<file path="src/rtl/tlb_pkg.sv">
package tlb_pkg;

    localparam int TLB_ENTRIES = 8;
    localparam int VPN_W       = 20;
    localparam int ASID_W      = 8;
    localparam int PFN_W       = 20;

    typedef enum logic [1:0] {
        ACC_READ  = 2'd0,
        ACC_WRITE = 2'd1,
        ACC_EXEC  = 2'd2,
        ACC_RSVD  = 2'd3
    } acc_e;

    typedef struct packed {
        logic x;
        logic w;
        logic r;
    } perm_t;

    typedef struct packed {
        logic              valid;
        logic              glob;
        logic              wired;
        logic [ASID_W-1:0] asid;
        logic [VPN_W-1:0]  vpn;
        logic [PFN_W-1:0]  pfn;
        perm_t             perm;
    } tlb_entry_t;

    function automatic logic perm_allows(perm_t p, acc_e a);
        logic ok;
        case (a)
            ACC_READ:  ok = p.r;
            ACC_WRITE: ok = p.w;
            ACC_EXEC:  ok = p.x;
            default:   ok = 1'b0;
        endcase
        return ok;
    endfunction

endpackage

</file>
<file path="src/rtl/tlb_lookup.sv">
module tlb_lookup
    import tlb_pkg::*;
#(
    parameter int N = TLB_ENTRIES
) (
    input  logic                     clk,
    input  logic                     rst,
    input  tlb_entry_t [N-1:0]       ent,
    input  logic                     req,
    input  logic [VPN_W-1:0]         vpn,
    input  logic [ASID_W-1:0]        asid,
    input  logic [1:0]               acc,
    output logic                     hit,
    output logic                     miss,
    output logic [PFN_W-1:0]         pfn,
    output logic                     fault
);
    localparam int IDX_W = (N > 1) ? $clog2(N) : 1;

    logic [N-1:0]     match;
    logic [IDX_W-1:0] sel;
    logic             found;

    // per-entry tag compare
    for (genvar i = 0; i < N; i++) begin : g_cmp
        assign match[i] = ent[i].valid && (ent[i].vpn == vpn) &&
                          (ent[i].glob || (ent[i].asid == asid));
    end

    // lowest index wins
    always_comb begin
        sel = '0;
        for (int i = N - 1; i >= 0; i--) begin
            if (match[i]) sel = IDX_W'(i);
        end
    end

    assign found = |match;
    assign hit   = req && found;
    assign miss  = req && !found;
    assign pfn   = hit ? ent[sel].pfn : '0;
    assign fault = hit && !perm_allows(ent[sel].perm, acc_e'(acc));


    fault_needs_hit_chk: assert property (@(posedge clk) disable iff (rst)
        fault |-> hit);


    hit_miss_excl_chk: assert property (@(posedge clk) disable iff (rst)
        !(hit && miss) && ((hit || miss) -> req));

endmodule

</file>
<file path="src/rtl/tlb_victim.sv">
module tlb_victim
    import tlb_pkg::*;
#(
    parameter int N = TLB_ENTRIES,
    localparam int IDX_W = (N > 1) ? $clog2(N) : 1
) (
    input  logic             clk,
    input  logic             rst,
    input  logic             rf_en,
    input  logic [N-1:0]     valid,
    input  logic [N-1:0]     wired,
    input  logic [N-1:0]     same,
    input  logic [IDX_W-1:0] ptr,
    output logic [IDX_W-1:0] slot,
    output logic             ok,
    output logic             replace
);
    logic [IDX_W-1:0] same_idx, free_idx, rr_idx, idx;
    logic             same_f, free_f, rr_f;

    always_comb begin
        same_idx = '0; same_f = 1'b0;
        free_idx = '0; free_f = 1'b0;
        rr_idx   = '0; rr_f   = 1'b0;
        idx      = '0;
        for (int i = N - 1; i >= 0; i--) begin
            if (same[i]) begin
                same_idx = IDX_W'(i);
                same_f   = 1'b1;
            end
            if (!valid[i]) begin
                free_idx = IDX_W'(i);
                free_f   = 1'b1;
            end
        end
        // rotating search from the pointer, skipping pinned slots
        for (int k = N - 1; k >= 0; k--) begin
            idx = ptr + IDX_W'(k);
            if (!wired[idx]) begin
                rr_idx = idx;
                rr_f   = 1'b1;
            end
        end
        replace = 1'b0;
        if (same_f) begin
            slot = same_idx; ok = 1'b1;
        end else if (free_f) begin
            slot = free_idx; ok = 1'b1;
        end else begin
            slot = rr_idx; ok = rr_f; replace = rr_f;
        end
    end


    victim_unwired_chk: assert property (@(posedge clk) disable iff (rst)
        (rf_en && replace) |-> (!wired[slot] && valid[slot]));

endmodule

</file>
<file path="src/rtl/tlb_store.sv">
module tlb_store
    import tlb_pkg::*;
#(
    parameter int N = TLB_ENTRIES
) (
    input  logic               clk,
    input  logic               rst,
    input  logic               rf_en,
    input  tlb_entry_t         rf_ent,
    input  logic               fl_en,
    output tlb_entry_t [N-1:0] ent_q,
    output logic               rf_err
);
    localparam int IDX_W = (N > 1) ? $clog2(N) : 1;

    logic [N-1:0]     valid_v, wired_v, same_v;
    logic [IDX_W-1:0] ptr_q, slot;
    logic             ok, replace;

    for (genvar i = 0; i < N; i++) begin : g_vec
        assign valid_v[i] = ent_q[i].valid;
        assign wired_v[i] = ent_q[i].wired;
        // in-place match on page and tag
        assign same_v[i]  = ent_q[i].valid && (ent_q[i].vpn == rf_ent.vpn) &&
                            (ent_q[i].asid == rf_ent.asid);
    end

    tlb_victim #(.N(N)) u_victim (
        .clk     (clk),
        .rst     (rst),
        .rf_en   (rf_en),
        .valid   (valid_v),
        .wired   (wired_v),
        .same    (same_v),
        .ptr     (ptr_q),
        .slot    (slot),
        .ok      (ok),
        .replace (replace)
    );

    always_ff @(posedge clk) begin
        if (rst) begin
            ent_q  <= '0;
            ptr_q  <= '0;
            rf_err <= 1'b0;
        end else begin
            rf_err <= rf_en && !ok;
            if (fl_en) begin
                for (int i = 0; i < N; i++) begin
                    if (!ent_q[i].wired) ent_q[i].valid <= 1'b0;
                end
            end
            if (rf_en && ok) begin
                ent_q[slot] <= rf_ent;
                if (replace) ptr_q <= slot + IDX_W'(1);
            end
        end
    end


    flush_clears_chk: assert property (@(posedge clk) disable iff (rst)
        (fl_en && !rf_en) |=> ((valid_v & ~wired_v) == '0));

    for (genvar i = 0; i < N; i++) begin : g_pin

        pinned_survive_chk: assert property (@(posedge clk) disable iff (rst)
            (fl_en && !rf_en && ent_q[i].valid && ent_q[i].wired) |=> ent_q[i].valid);
    end

endmodule

</file>
<file path="src/rtl/tlb_top.sv">
module tlb_top
    import tlb_pkg::*;
#(
    parameter int NUM_ENTRIES = TLB_ENTRIES
) (
    input  logic              clk,
    input  logic              rst,
    input  logic              lk_req,
    input  logic [VPN_W-1:0]  lk_vpn,
    input  logic [ASID_W-1:0] lk_asid,
    input  logic [1:0]        lk_acc,
    output logic              lk_hit,
    output logic              lk_miss,
    output logic [PFN_W-1:0]  lk_pfn,
    output logic              lk_fault,
    input  logic              rf_en,
    input  logic [VPN_W-1:0]  rf_vpn,
    input  logic [ASID_W-1:0] rf_asid,
    input  logic [PFN_W-1:0]  rf_pfn,
    input  logic [2:0]        rf_perm,
    input  logic              rf_global,
    input  logic              rf_wired,
    input  logic              fl_en,
    output logic              rf_err
);
    tlb_entry_t [NUM_ENTRIES-1:0] ent;
    tlb_entry_t                   new_ent;
    logic [NUM_ENTRIES-1:0]       pinned_v;

    always_comb begin
        new_ent       = '0;
        new_ent.valid = 1'b1;
        new_ent.glob  = rf_global;
        new_ent.wired = rf_wired;
        new_ent.asid  = rf_asid;
        new_ent.vpn   = rf_vpn;
        new_ent.pfn   = rf_pfn;
        new_ent.perm  = perm_t'(rf_perm);
    end

    tlb_store #(.N(NUM_ENTRIES)) u_store (
        .clk    (clk),
        .rst    (rst),
        .rf_en  (rf_en),
        .rf_ent (new_ent),
        .fl_en  (fl_en),
        .ent_q  (ent),
        .rf_err (rf_err)
    );

    tlb_lookup #(.N(NUM_ENTRIES)) u_lookup (
        .clk   (clk),
        .rst   (rst),
        .ent   (ent),
        .req   (lk_req),
        .vpn   (lk_vpn),
        .asid  (lk_asid),
        .acc   (lk_acc),
        .hit   (lk_hit),
        .miss  (lk_miss),
        .pfn   (lk_pfn),
        .fault (lk_fault)
    );

    for (genvar i = 0; i < NUM_ENTRIES; i++) begin : g_pinned
        assign pinned_v[i] = ent[i].valid && ent[i].wired;
    end


    drop_only_when_pinned_chk: assert property (@(posedge clk) disable iff (rst)
        (rf_err && !$past(fl_en)) |-> (&pinned_v));


    pfn_zero_on_miss_chk: assert property (@(posedge clk) disable iff (rst)
        !lk_hit |-> (lk_pfn == '0));

endmodule

</file>
<file path="config.mk">
export PLATFORM = sky130hd
export DESIGN_NAME = tlb_top
export DESIGN_NICKNAME = d
export VERILOG_FILES = /design/src/rtl/tlb_pkg.sv /design/src/rtl/tlb_lookup.sv /design/src/rtl/tlb_victim.sv /design/src/rtl/tlb_store.sv /design/src/rtl/tlb_top.sv
export SDC_FILE = /design/constraint.sdc
export NUM_CORES = 1
export LEC_CHECK = 0
export ABC_AREA = 0
export BUFFER_PORTS_ARGS = -buffer_cell sky130_fd_sc_hd__buf_2
export CAP_MARGIN = 5
export CORE_AREA = 2 2 212 214
export DETAILED_ROUTE_END_ITERATION = 8
export DIE_AREA = 0 0 214 216
export HOLD_SLACK_MARGIN = 0.08
export PLACE_DENSITY = 0.75
export RECOVER_POWER = 25
export SETUP_SLACK_MARGIN = 0.4
export SLEW_MARGIN = 20
export SYNTH_ARGS = -nofsm -noshare
export SYNTH_HDL_FRONTEND = slang
export SYNTH_HIERARCHICAL = 1
export SYNTH_SLANG_ARGS = --single-unit
</file>
<file path="constraint.sdc">
create_clock -name clk -period 11.5 [get_ports clk]
set_clock_uncertainty 0.1 [all_clocks]
set_input_delay 1.15 -clock clk [delete_from_list [all_inputs] [get_ports clk]]
set_output_delay 1.15 -clock clk [all_outputs]
set_load 0.005 [all_outputs]
</file>
Yosys cells after proc, flatten, opt, wreduce, memory -nomap -nowiden --
Index checks and enable logic that the tools add are counted.
Word-level totals: word-level logic and storage cells 289, RAM bits 0, memory bits (read-only) 0, bits in registers 436, memories 0, bits of input ports 88, bits in latches 0, output and inout bits 24
Cells by class: bitwise operators 0, reductions and logical operators 52, multiply operators 0, shift-type cells 0, add/sub/neg operators 8, mux-type cells 110, magnitude comparators 11, equality and inequality tests 34, div/mod/pow operators 0
Operator list (number):
- 432-bit bitwise mux | 1
- 432-bit two-way mux | 1
- 20-bit == test | 16
- 54-bit binary-select mux with 3-bit select | 1
- 54-bit demux with 3-bit select | 1
- 8-bit == test | 16
- 3-bit two-way mux | 34
- 1-bit two-way mux | 60
- 54-bit two-way mux | 1
- 3-bit by 4-bit < comparator with 1-bit output, second input constant | 10
- 1-bit logical AND | 38
- 1-bit binary-select mux with 3-bit select | 8
- 23-bit two-way mux | 1
- 20-bit two-way mux | 1
- 3-bit adder, second input constant | 4
- 1-bit logical OR | 8
- 8-bit OR reduction | 1
- 3-bit by 1-bit adder with 3-bit output, second input constant | 2
- 3-bit by 2-bit adder with 3-bit output, second input constant | 2
- 3-bit by 1-bit greater-or-equal comparator with 1-bit output, second input constant | 1
- 1-bit logical NOT | 3
- 1-bit one-hot mux with 3 select lines | 1
- 2-bit by 1-bit == test with 1-bit output, second input constant | 1
- 2-bit == test, second input constant | 1
- other kinds (2) | 2

Depth between registers and ports, before layout --
Gate-level depths: netlist of the first run.
depth after elaboration 19, depth in mapped cells 20, gate-level depth less buffers 15

Cells and area by module --
The synthesis of the first run kept the hierarchy.
Modules (own cells, without submodules):
- tlb_store | cells each 2301, area an instance 18051.1 µm², seq. area each 8728.4 µm², instances 1
- tlb_lookup | cells each 571, area an instance 4682.0 µm², seq. area each 0.0 µm², instances 1
- tlb_victim | cells each 162, area an instance 1223.7 µm², seq. area each 0.0 µm², instances 1
- tlb_top | cells each 1, area an instance 3.8 µm², seq. area each 0.0 µm², instances 1

Worst setup path before layout of the first run --
OpenSTA, ideal clock, no wires.
path type input -> output, start point input port lk_vpn[8], end point output port lk_fault, path slack 6.221 ns, path buffers 2, stages 14, required time 10.250 ns, arrival time 4.029 ns, cell sequence buf_2 xor2_1 nor4_1 nand4_1 or4_1 a21boi_1 o21ai_2 nand2_2 a21o_1 buf_6 mux2i_1 o32ai_1 or4_1 a311oi_1
On the way: longest elaborated chain between the ends 16, elaborated cells between the ends (all ways) 39, those cells by class 8 x eq/ne; 11 x mux; 20 x reduce/logical
Ends and longest elaborated chain:
- from (decl) | RTL line tlb_top.sv:9 | input logic [VPN_W-1:0] lk_vpn,
- 20-bit == test | RTL line tlb_lookup.sv:26 | assign match[i] = ent[i].valid && (ent[i].vpn == vpn) &&
- 1-bit logical AND (2 in series) | RTL line tlb_lookup.sv:26
- 3-bit two-way mux (8 in series) | RTL line tlb_lookup.sv:34 | if (match[i]) sel = IDX_W'(i);
- 54-bit binary-select mux with 3-bit select | RTL line tlb_lookup.sv:42 | assign fault = hit && !perm_allows(ent[sel].perm, acc_e'(acc));
- 23-bit two-way mux
- 1-bit one-hot mux with 3 select lines | RTL line tlb_pkg.sv:33 | case (a)
- 1-bit logical NOT | RTL line tlb_lookup.sv:42
- 1-bit logical AND (*) | RTL line tlb_lookup.sv:42
- to (decl) | RTL line tlb_top.sv:15 | output logic lk_fault,
Mark *: on every way between the ends. The rest lies on a longest branch, timed or not. The select of a mux whose other input is x is not followed.

==> results of run 1 <==
## cell usage after synthesis, drive strengths merged (2+ instances only)
| cell type | count |
|---|---|
| or4 | 6 |
| o31ai | 2 |
| nor3b | 2 |
| a31oi | 6 |
| mux2i | 162 |
| xor2 | 342 |
| xnor2 | 107 |
| nand2 | 890 |
| and3 | 3 |
| nand3b | 2 |
| and2 | 3 |
| nor2 | 52 |
| nand3 | 32 |
| a211oi | 4 |
| nor4 | 86 |
| or2 | 5 |
| inv | 15 |
| nor2b | 5 |
| a221oi | 3 |
| a21boi | 2 |
| mux2 | 6 |
| or3 | 6 |
| buf | 189 |
| o211ai | 2 |
| o22ai | 7 |
| dfxtp | 436 |
| ha | 3 |
| nand2b | 19 |
| nand4 | 39 |
| o21ai | 11 |
| a21o | 2 |
| a21oi | 453 |
| nor3 | 23 |
| mux4 | 11 |
| clkbuf | 85 |
## stage by stage
stage	worst slack, ns	power, mW	instances	cell area [sq um]
2_1_floorplan	6.22	1.75	3035	24000
3_3_place_gp	4.20	1.82	3488	23900
3_5_place_dp	4.22	1.82	3488	23900
4_1_cts	4.18	3.44	3574	25600
5_1_grt	2.39	3.52	3577	25600
6_report	2.59	3.43	3577	25600
## worst max-delay path, stage by stage
cell	delay [ns]
clkbuf_1	1.04
xor2_1	0.17
nor4_1	1.04
nand4_1	0.41
nor4_1	0.82
or4_1	0.29
nor2_1	0.07
nand2_1	0.07
o22ai_1	0.09
a221o_1	0.29
a21oi_1	0.11
a21oi_1	0.10
clkbuf_1	0.30
nor3_4	0.24
clkbuf_1	2.63
nand2_1	0.20
a21oi_1	0.25
## logic make-up after synthesis
kind of cell	after synthesis	share of synthesized area (%)
and+or+nand+nor	1177	21.0
muxes	179	8.11
AOI/OAI and AO/OA	501	11.0
other	1	0.0157
buffers and inverters	289	6.79
DFF	436	36.4
xor gates and xnor gates	449	16.5
adders and majority gates	3	0.157
## power by group
group	internal (mW)	total, mW	switching [mW]
clock network	0.987	1.63	0.644
registers	1.52	1.54	0.0131
logic	0.0782	0.265	0.186
## final timing paths
path | startpoint | end | slack, ns | cells after the start
max | rf_vpn[1] | flop | 2.59 | 17
min | flop | flop | 0.36 | 2
max reg2reg | flop | flop | 3.86 | 16
min reg2reg | flop | flop | 0.36 | 2
## per-layer routing
metal	GRT usage [%]	share of wire, %	vias to the layer above
met1	41.4	39	10200
met3	5.00	6.5	259
met2	61.8	49	942
met4	19.9	5.8	2
li1	-	-	9822
met5	0	0.016	-
## final cells by class
cell class                      instances  area (sq um)  area share [%]
Tap cell                              592           741            2.89
Inverter                               15          56.3           0.220
Antenna cell                            2          5.00          0.0195
Clock inverter                         16           249           0.972
Timing Repair Buffer                  136           758            2.96
Multi-Input combinational cell       2310         13700            53.4
Clock buffer                           70          1420            5.52
Sequential cell                       436          8730            34.1
==> out/metrics.csv, run 1 <==
stage,metric,value,unit
synth,avgSynthCellArea,7.89,sq um
grt,antenna_found_initial,4,
cells_and_area,layout-drive-gt1-share,8.55,%
synth,yosysUniqueCellTypes,70,
routing,drt_first_pass_iters,8,
cts,postCtsSetupRepairBufs,0,
critical_path,critPathLaunchType,input port,
cells_and_area,final_common_cell,nand2_1,
critical_path,endpoint_kind,flop,
synth,ys.flop_type,dfxtp_1,
synth,synth_area_leaders,"dfxtp_1 36%, nand2_1 14%, xor2_1 12%",
routing,remaining_drc_errors,0,
place,placement.io_buffers,111,
worst_hold_path,hold_class,reg2reg,
synth,synth_edf_count,0,
grt,grt_first_pass_wirelength,125000,microns
floorplan,row_count,77,
routing,wl_per_cell,23.3,microns
grt,grt_pass1_vias,20700,
floorplan,die-area,46200,sq um
floorplan,ios,112,
timing,worst_slew_pin_slew,3.74,ns
cells_and_area,final_cell_mix,"888 x nand2_1, 453 x a21oi_1, 436 x dfxtp_1, 341 x xor2_1, 162 x mux2i_1",
cts,cts_tree,built,
routing,vias_per_cell,5.92,
timing,setup_violations,0,
outcome,outcome,finished with violations,
power,vdd_drop_max,0.159,mV
timing,slew_headroom,-149,%
synth,synth_cells,3035,
grt,grt-ovfl-total,0,
timing,finalHoldViolations,0,
cts,cts_buffers,48,
run,max-cap-violations,3,
cts,clock-root-buffer,clkbuf_16,
cts,clkLatencyLatePin,0.60,ns
cells_and_area,fillers,3951,
cells_and_area,syn_to_final_growth,6.95,%
synth,async_flop_share,0,%
synth,syn_nets,3126,
cts,cts.path.max_buffers,3,
cells_and_area,final_core_util,58.5,%
synth,synth_top_area_cell,dfxtp_1,
cts,cts_max_level,2,
grt,grt_max_degree,174,
floorplan,die_x,214,microns
synth,ys.warnings.count,6,
power,p_leak,9.80,nW
critical_path,crit_required,11.90,ns
routing,drt_iter0_markers,1888,
timing,hold_ws,0.355,ns
timing,drv_slew,137,
power,power_density,134,nW/um^2
cts,clock-sinks,436,
place,hpwlAfterDp,53500,microns
timing,period_share,77.5,%
cts,ctsResizeCount,0,
timing,fin_setup_tns,0,ns
critical_path,critPathArrivalTime,9.31,ns
routing,route.vias.total,21200,
floorplan,die_h,216,microns
synth,synth_area,24000,sq um
cells_and_area,nets,3038,
synth,synth_top_area_share,36.4,%
critical_path,worstSetupPathType,in2reg,
timing,rsz0062_at_grt,false,
routing,ant_nets,0,
floorplan,core,43800,sq um
timing,period_minus_slack,8.91,ns
place,gp_congestion,1.02,
floorplan,start_util,54.7,%
critical_path,path_max_fanout,54,
synth,synth-seq-cells,436,
routing,drt-total-wl,83400,microns
cts,clk_transition_reported_paths,0.06,ns
grt,grt_usage,35.3,%
timing,fmaxAchievable,0.112,GHz
cts,ctsHoldBuffers,0,
synth,ys_seq_area_share,36.4,%
outcome,failed_checks,"capacitance limit, slew limit",
Note: power is estimated with default switching activity, not from simulation.
==> run 2, diff against run 1 <==
==> constraint.sdc (replaced) <==
create_clock -name clk -period 8.2 [get_ports clk]
set_clock_uncertainty 0.1 [all_clocks]
set_input_delay 0.82 -clock clk [delete_from_list [all_inputs] [get_ports clk]]
set_output_delay 0.82 -clock clk [all_outputs]
set_load 0.005 [all_outputs]
==> run 2 against run 1 <==
The run still ends with capacitance limit, slew limit left. Worst setup slack got worse by 1.5 ns. Worst hold slack worse by 0.00054 ns. Non-clock buffer count rose by 7. Largest cell class unchanged. Highest routed layer unchanged. Wire length shrank 3.4%. Largest power group unchanged. Register-to-register slack lost 2.2 ns.
==> out/metrics.csv, run 2 (synthesized netlist as in run 1, its figures left out) <==
stage,metric,value,unit,change
outcome,outcome,finished with violations,,unchanged
outcome,failed_checks,"capacitance limit, slew limit",,unchanged
critical_path,critPathLaunchType,input port,,unchanged
timing,setup_violations,0,,unchanged
critical_path,cpPeakStageDelay,1.22,ns,was 2.63 ns
grt,grt_pass1_vias,20300,,"was 20,700"
place,placement.io_buffers,111,,unchanged
floorplan,core,43800,sq um,unchanged
critical_path,worstPathCellList,"clkbuf_1, xor2_1, nor4_1, nand4_1, nor4_1, or4_1, nor2_1, nand2_1, o22ai_1, a221o_1, a21oi_1, a21oi_1, nand2b_1, nand2b_1, buf_4, nand2_1, a21oi_1",,"was clkbuf_1, xor2_1, nor4_1, nand4_1, nor4_1, or4_1, nor2_1, nand2_1, o22ai_1, a221o_1, a21oi_1, a21oi_1, clkbuf_1, nor3_4, clkbuf_1, nand2_1, a21oi_1"
cts,cts_max_level,2,,unchanged
routing,drt_first_pass_iters,6,,was 8
cells_and_area,num_antenna_cells,0,,was 2
timing,rsz0062_at_grt,false,,unchanged
routing,drt_iter0_markers,2242,,"was 1,888"
cts,postCtsSetupRepairBufs,0,,unchanged
grt,grt_max_degree,243,,was 174
routing,ant_nets,0,,unchanged
critical_path,path_max_fanout,29,,was 54
cts,clock-root-buffer,clkbuf_16,,unchanged
floorplan,die_x,214,microns,unchanged
cells_and_area,final_cell_mix,"889 x nand2_1, 453 x a21oi_1, 436 x dfxtp_1, 341 x xor2_1, 162 x mux2i_1",,"was 888 x nand2_1, 453 x a21oi_1, 436 x dfxtp_1, 341 x xor2_1, 162 x mux2i_1"
run,max-cap-violations,5,,was 3
cts,clkLatencyLatePin,0.61,ns,was 0.60 ns
routing,drt-total-wl,80500,microns,"was 83,400 microns"
grt,grt_first_pass_wirelength,121000,microns,"was 125,000 microns"
place,gp_congestion,1.01,,was 1.02
timing,worst_slew_pin_slew,2.18,ns,was 3.74 ns
power,p_leak,9.78,nW,was 9.80 nW
floorplan,ios,112,,unchanged
critical_path,cp_common_cell,a21oi_1,,
critical_path,crit_required,8.59,ns,was 11.90 ns
routing,route.vias.total,21200,,about the same
timing,slew_headroom,-45.2,%,was -149%
critical_path,critPathArrivalTime,7.54,ns,was 9.31 ns
cts,cts_buffers,47,,was 48
cells_and_area,syn_to_final_growth,6.78,%,was 6.95%
timing,fmaxAchievable,0.140,GHz,
cells_and_area,final_core_util,58.4,%,was 58.5%
timing,finalHoldViolations,0,,unchanged
cts,clk_transition_reported_paths,0.06,ns,about the same
routing,remaining_drc_errors,0,,unchanged
power,vdd_drop_max,0.221,mV,was 0.159 mV
cts,cts_tree,built,,unchanged
grt,grt-ovfl-total,0,,unchanged
cts,clock-sinks,436,,unchanged
cells_and_area,layout-drive-gt1-share,8.46,%,was 8.55%
cts,ctsHoldBuffers,0,,unchanged
place,hpwlAfterDp,52400,microns,"was 53,500 microns"
timing,fin_setup_tns,0,ns,unchanged
cells_and_area,fillers,3942,,"was 3,951"
grt,antenna_found_initial,2,,was 4
critical_path,crit_family,simple AND/OR/NAND/NOR gates,,was buffers and inverters
critical_path,endpoint_kind,flop,,unchanged
grt,grt_usage,33.8,%,was 35.3%
critical_path,cp_slowest_cell,nand2b_1,,was clkbuf_1
floorplan,start_util,54.7,%,unchanged
routing,wl_per_cell,22.5,microns,was 23.3 microns
worst_hold_path,hold_class,reg2reg,,unchanged
timing,period_share,87.2,%,
cts,ctsResizeCount,0,,unchanged
critical_path,worstSetupPathType,in2reg,,unchanged
routing,vias_per_cell,5.93,,was 5.92
floorplan,row_count,77,,unchanged
floorplan,die_h,216,microns,unchanged
power,power_density,186,nW/um^2,was 134 nW/um^2
timing,period_minus_slack,7.15,ns,
critical_path,reg2reg_slack,1.69,ns,was 3.86 ns
timing,drv_slew,150,,was 137
cells_and_area,nets,3044,,"was 3,038"
cells_and_area,final_common_cell,nand2_1,,unchanged
critical_path,crit_buf_inv,2,,was 3
cts,cts.path.max_buffers,3,,unchanged
floorplan,die-area,46200,sq um,unchanged
[run 2: cell count changes in the layout (fill, tap and decap cells not counted), moves of 3 or more]
cell      change
buf_4         +7
buf_2         -6
clkbuf_1      +3
clkinv_2      +3
inv_6         -3
[run 2: area by class of cell]
cell class | count | area (sq um) | area share (%)
Timing Repair Buffer | 143 | 815 | 3.18
Tap cell | 592 | 741 | 2.90
Clock buffer | 69 | 1380 | 5.39
Sequential cell | 436 | 8730 | 34.1
Multi-Input combinational cell | 2310 | 13600 | 53.3
Inverter | 15 | 56.3 | 0.220
Clock inverter | 16 | 230 | 0.900
[run 2: tightest hold or removal path, delay by kind of cell, from the launching register on]
kind               cells  cell delay (ns)
AOI/OAI and AO/OA      1             0.05
and+or+nand+nor        1             0.05
DFF                    1             0.31
[run 2: path summary, 6_finish.rpt]
check             depth (start not counted)    to                           from
setup / recovery                         17  flop                      rf_vpn[1]
hold / removal                            2  flop                           flop
setup reg to reg                         11  flop  u_store/ptr_q[1]$_SDFFE_PP0P_
hold reg to reg                           2  flop                           flop
[run 2: metal layers]
metal  GRT usage, %  share of wire, %
met1           41.2                39
met2           55.8                47
met3           5.84               8.2
met4           20.4               6.3
met5              0             0.020
[run 2: metrics by stage]
| step | power [mW] | area [sq um] | worst slack (ns) | hold slack, ns | std cells |
|---|---|---|---|---|---|
| 6_report | 4.76 | 25600 | 1.05 | 0.355 | 3581 |
| 5_1_grt | 4.88 | 25600 | 0.884 | 0.365 | 3581 |
| 2_1_floorplan | 2.45 | 24000 | 3.58 | 0.332 | 3035 |
| 3_5_place_dp | 2.57 | 24000 | 1.77 | 0.344 | 3496 |
| 4_1_cts | 4.76 | 25600 | 1.81 | 0.353 | 3581 |
| 3_3_place_gp | 2.56 | 24000 | 1.73 | 0.340 | 3496 |
[run 2: power by group]
| part | switching, mW | internal (mW) |
|---|---|---|
| combinational | 0.270 | 0.109 |
| sequential | 0.0174 | 2.14 |
| clock | 0.902 | 1.32 |
| total | 1.19 | 3.57 |
==> run 3, diff against run 2 <==
--- a/config.mk
+++ b/config.mk
@@ -6,7 +6,7 @@
 export NUM_CORES = 1
 export LEC_CHECK = 0
 export ABC_AREA = 0
-export BUFFER_PORTS_ARGS = -buffer_cell sky130_fd_sc_hd__buf_2
+export BUFFER_PORTS_ARGS = -buffer_cell sky130_fd_sc_hd__clkbuf_2
 export CAP_MARGIN = 5
 export CORE_AREA = 2 2 212 214
 export DETAILED_ROUTE_END_ITERATION = 8
==> run 3 against run 2 <==
The flow still finishes with violations (capacitance limit, slew limit). Cell count down 0.17%. Worst setup slack worse by 0.021 ns. First-iteration DRC count grew 9.4%. Highest routed layer is now met4.
==> out/metrics.csv, run 3 (synthesized netlist as in run 1, its figures left out) <==
stage,metric,value,unit,change
outcome,outcome,finished with violations,,unchanged
outcome,failed_checks,"capacitance limit, slew limit",,unchanged
routing,wl_per_cell,22.1,microns,was 22.5 microns
cts,cts_buffers,47,,unchanged
routing,route.vias.total,21500,,"was 21,200"
timing,period_share,87.5,%,was 87.2%
routing,vias_per_cell,6.00,,was 5.93
critical_path,path_max_fanout,26,,was 29
cells_and_area,syn_to_final_growth,6.76,%,was 6.78%
power,p_int,3.59,mW,was 3.57 mW
timing,fin_setup_tns,0,ns,unchanged
cells_and_area,fillers,3948,,"was 3,942"
cts,cts_max_level,2,,unchanged
cells_and_area,seq_area,8730,sq um,unchanged
grt,antenna_found_initial,0,,was 2
routing,remaining_drc_errors,0,,unchanged
cts,clock-root-buffer,clkbuf_16,,unchanged
timing,setup_violations,0,,unchanged
power,pwr-share-comb,7.8,%,was 8.0%
routing,drt-total-wl,79000,microns,"was 80,500 microns"
cts,ctsHoldBuffers,0,,unchanged
critical_path,worstSetupPathType,in2out,,was in2reg
critical_path,critPathArrivalTime,6.25,ns,was 7.54 ns
floorplan,die_h,216,microns,unchanged
timing,slew_headroom,-18.9,%,was -45.2%
grt,grt_usage,33.1,%,was 33.8%
grt,grt-ovfl-total,0,,unchanged
timing,finalHoldViolations,0,,unchanged
power,p_leak,9.77,nW,was 9.78 nW
power,swShare,24.7,%,was 25.0%
timing,worst_slew_pin_slew,1.78,ns,was 2.18 ns
cells_and_area,layout-drive-gt1-share,8.15,%,was 8.46%
cts,clkLatencyLatePin,0.61,ns,about the same
timing,drv_slew,79,,was 150
cts,clk_transition_reported_paths,0.06,ns,about the same
cells_and_area,nets,3039,,"was 3,044"
floorplan,die_x,214,microns,unchanged
power,vdd_drop_max,0.234,mV,was 0.221 mV
grt,grt_first_pass_wirelength,119000,microns,"was 121,000 microns"
cells_and_area,final_cell_mix,"889 x nand2_1, 453 x a21oi_1, 436 x dfxtp_1, 341 x xor2_1, 162 x mux2i_1",,unchanged
timing,rsz0062_at_grt,false,,unchanged
timing,fmaxAchievable,0.139,GHz,was 0.140 GHz
cells_and_area,num_antenna_cells,0,,unchanged
grt,grt_pass1_vias,20500,,"was 20,300"
power,switchingPower,1.17,mW,was 1.19 mW
critical_path,worstPathCellList,"clkbuf_1, xor2_1, nor4_1, nand4_1, nor4_1, nand2b_1, nor2_1, nand2_1, nor2_1, a32oi_2, o32ai_1, or4_1, a311oi_1, clkbuf_2",,"was clkbuf_1, xor2_1, nor4_1, nand4_1, nor4_1, or4_1, nor2_1, nand2_1, o22ai_1, a221o_1, a21oi_1, a21oi_1, nand2b_1, nand2b_1, buf_4, nand2_1, a21oi_1"
cts,postCtsSetupRepairBufs,0,,unchanged
place,placement.io_buffers,111,,unchanged
routing,drt_first_pass_iters,6,,unchanged
critical_path,cpPeakStageDelay,1.26,ns,was 1.22 ns
place,post-place-cells,3490,,"was 3,496"
place,hpwlAfterDp,50900,microns,"was 52,400 microns"
floorplan,die-area,46200,sq um,unchanged
timing,period_minus_slack,7.17,ns,was 7.15 ns
cts,clock-sinks,436,,unchanged
routing,drt_iter0_markers,2453,,"was 2,242"
floorplan,core,43800,sq um,unchanged
critical_path,crit_family,simple AND/OR/NAND/NOR gates,,unchanged
floorplan,row_count,77,,unchanged
cells_and_area,stdcell_count,3575,,"was 3,581"
cts,cts_tree,built,,unchanged
cells_and_area,multi_input_area,13600,sq um,about the same
floorplan,ios,112,,unchanged
cells_and_area,final_common_cell,nand2_1,,unchanged
floorplan,start_util,54.7,%,unchanged
critical_path,endpoint_kind,output port,,was flop
cts,ctsResizeCount,0,,unchanged
place,gp_congestion,1.03,,was 1.01
power,power_density,186,nW/um^2,about the same
power,pwr-share-seq,45.3,%,about the same
routing,ant_nets,0,,unchanged
run,max-cap-violations,3,,was 5
worst_hold_path,hold_class,reg2reg,,unchanged
critical_path,cp_slowest_cell,nand2_1,,was nand2b_1
power,clkPwrFrac,46.9,%,was 46.7%
critical_path,crit_buf_inv,2,,unchanged
grt,grt_max_degree,241,,was 243
critical_path,critPathLaunchType,input port,,unchanged
cts,cts.path.max_buffers,3,,unchanged
critical_path,crit_required,7.28,ns,was 8.59 ns
[run 3: cell types whose count changed in the layout (fill, tap and decap cells not counted), sizes merged]
cell      change
clkinv        -4
inv           +1
clkbuf      +104
bufinv        -1
clkinvlp      -1
buf         -105
[run 3: cell type report]
| type | instances | share of cell area, % |
|---|---|---|
| multi-input combinational | 2310 | 53.3 |
| sequential | 436 | 34.1 |
| clock buffer | 73 | 5.69 |
| timing repair buffer | 138 | 3.10 |
| tap | 592 | 2.90 |
| clock inverter | 11 | 0.665 |
| inverter | 15 | 0.220 |
[run 3: worst min-delay path, stage by stage (launching register included)]
cell and delay, ns:
dfxtp_1 0.30, nand2_1 0.05, a21oi_1 0.05
[run 3: final timing paths]
kind                                                     from        to  slack (ns)  cells after the start
worst max-delay path                               lk_vpn[19]  lk_fault        1.03                     14
worst max register to register  u_store/ptr_q[1]$_SDFFE_PP0P_      flop        1.49                     12
worst min-delay path                                     flop      flop        0.35                      2
worst min register to register                           flop      flop        0.35                      2
[run 3: metrics by stage]
step                      hold slack, ns  util [%]  power (mW)  area, sq um  setup WS [ns]
after global placement             0.340      54.7        2.55        24000           1.74
after CTS                          0.354      58.4        4.77        25600           1.80
final                              0.352      58.4        4.76        25600           1.03
after detailed placement           0.346      54.7        2.56        24000           1.58
after floorplan                    0.332         -        2.45        24000           3.58
after global routing               0.367      58.4        4.88        25600          0.905
[run 3: per-layer routing]
| layer | vias to the layer above | GRT usage, % | wire, microns |
|---|---|---|---|
| li1 | 9824 | - | - |
| met1 | 10200 | 39.9 | 30200 |
| met2 | 1176 | 54.1 | 36100 |
| met3 | 307 | 6.20 | 7050 |
| met4 | 0 | 21.9 | 5660 |
| met5 | - | 0 | 0 |
[run 3: power groups by stage]
stage | clock, mW | sequential, mW | combinational [mW]
6_report | 2.23 | 2.15 | 0.372
5_1_grt | 2.34 | 2.15 | 0.388
4_1_cts | 2.25 | 2.15 | 0.361
3_5_place_dp | 0 | 2.20 | 0.359
3_3_place_gp | 0 | 2.20 | 0.356
2_1_floorplan | 0 | 2.20 | 0.259
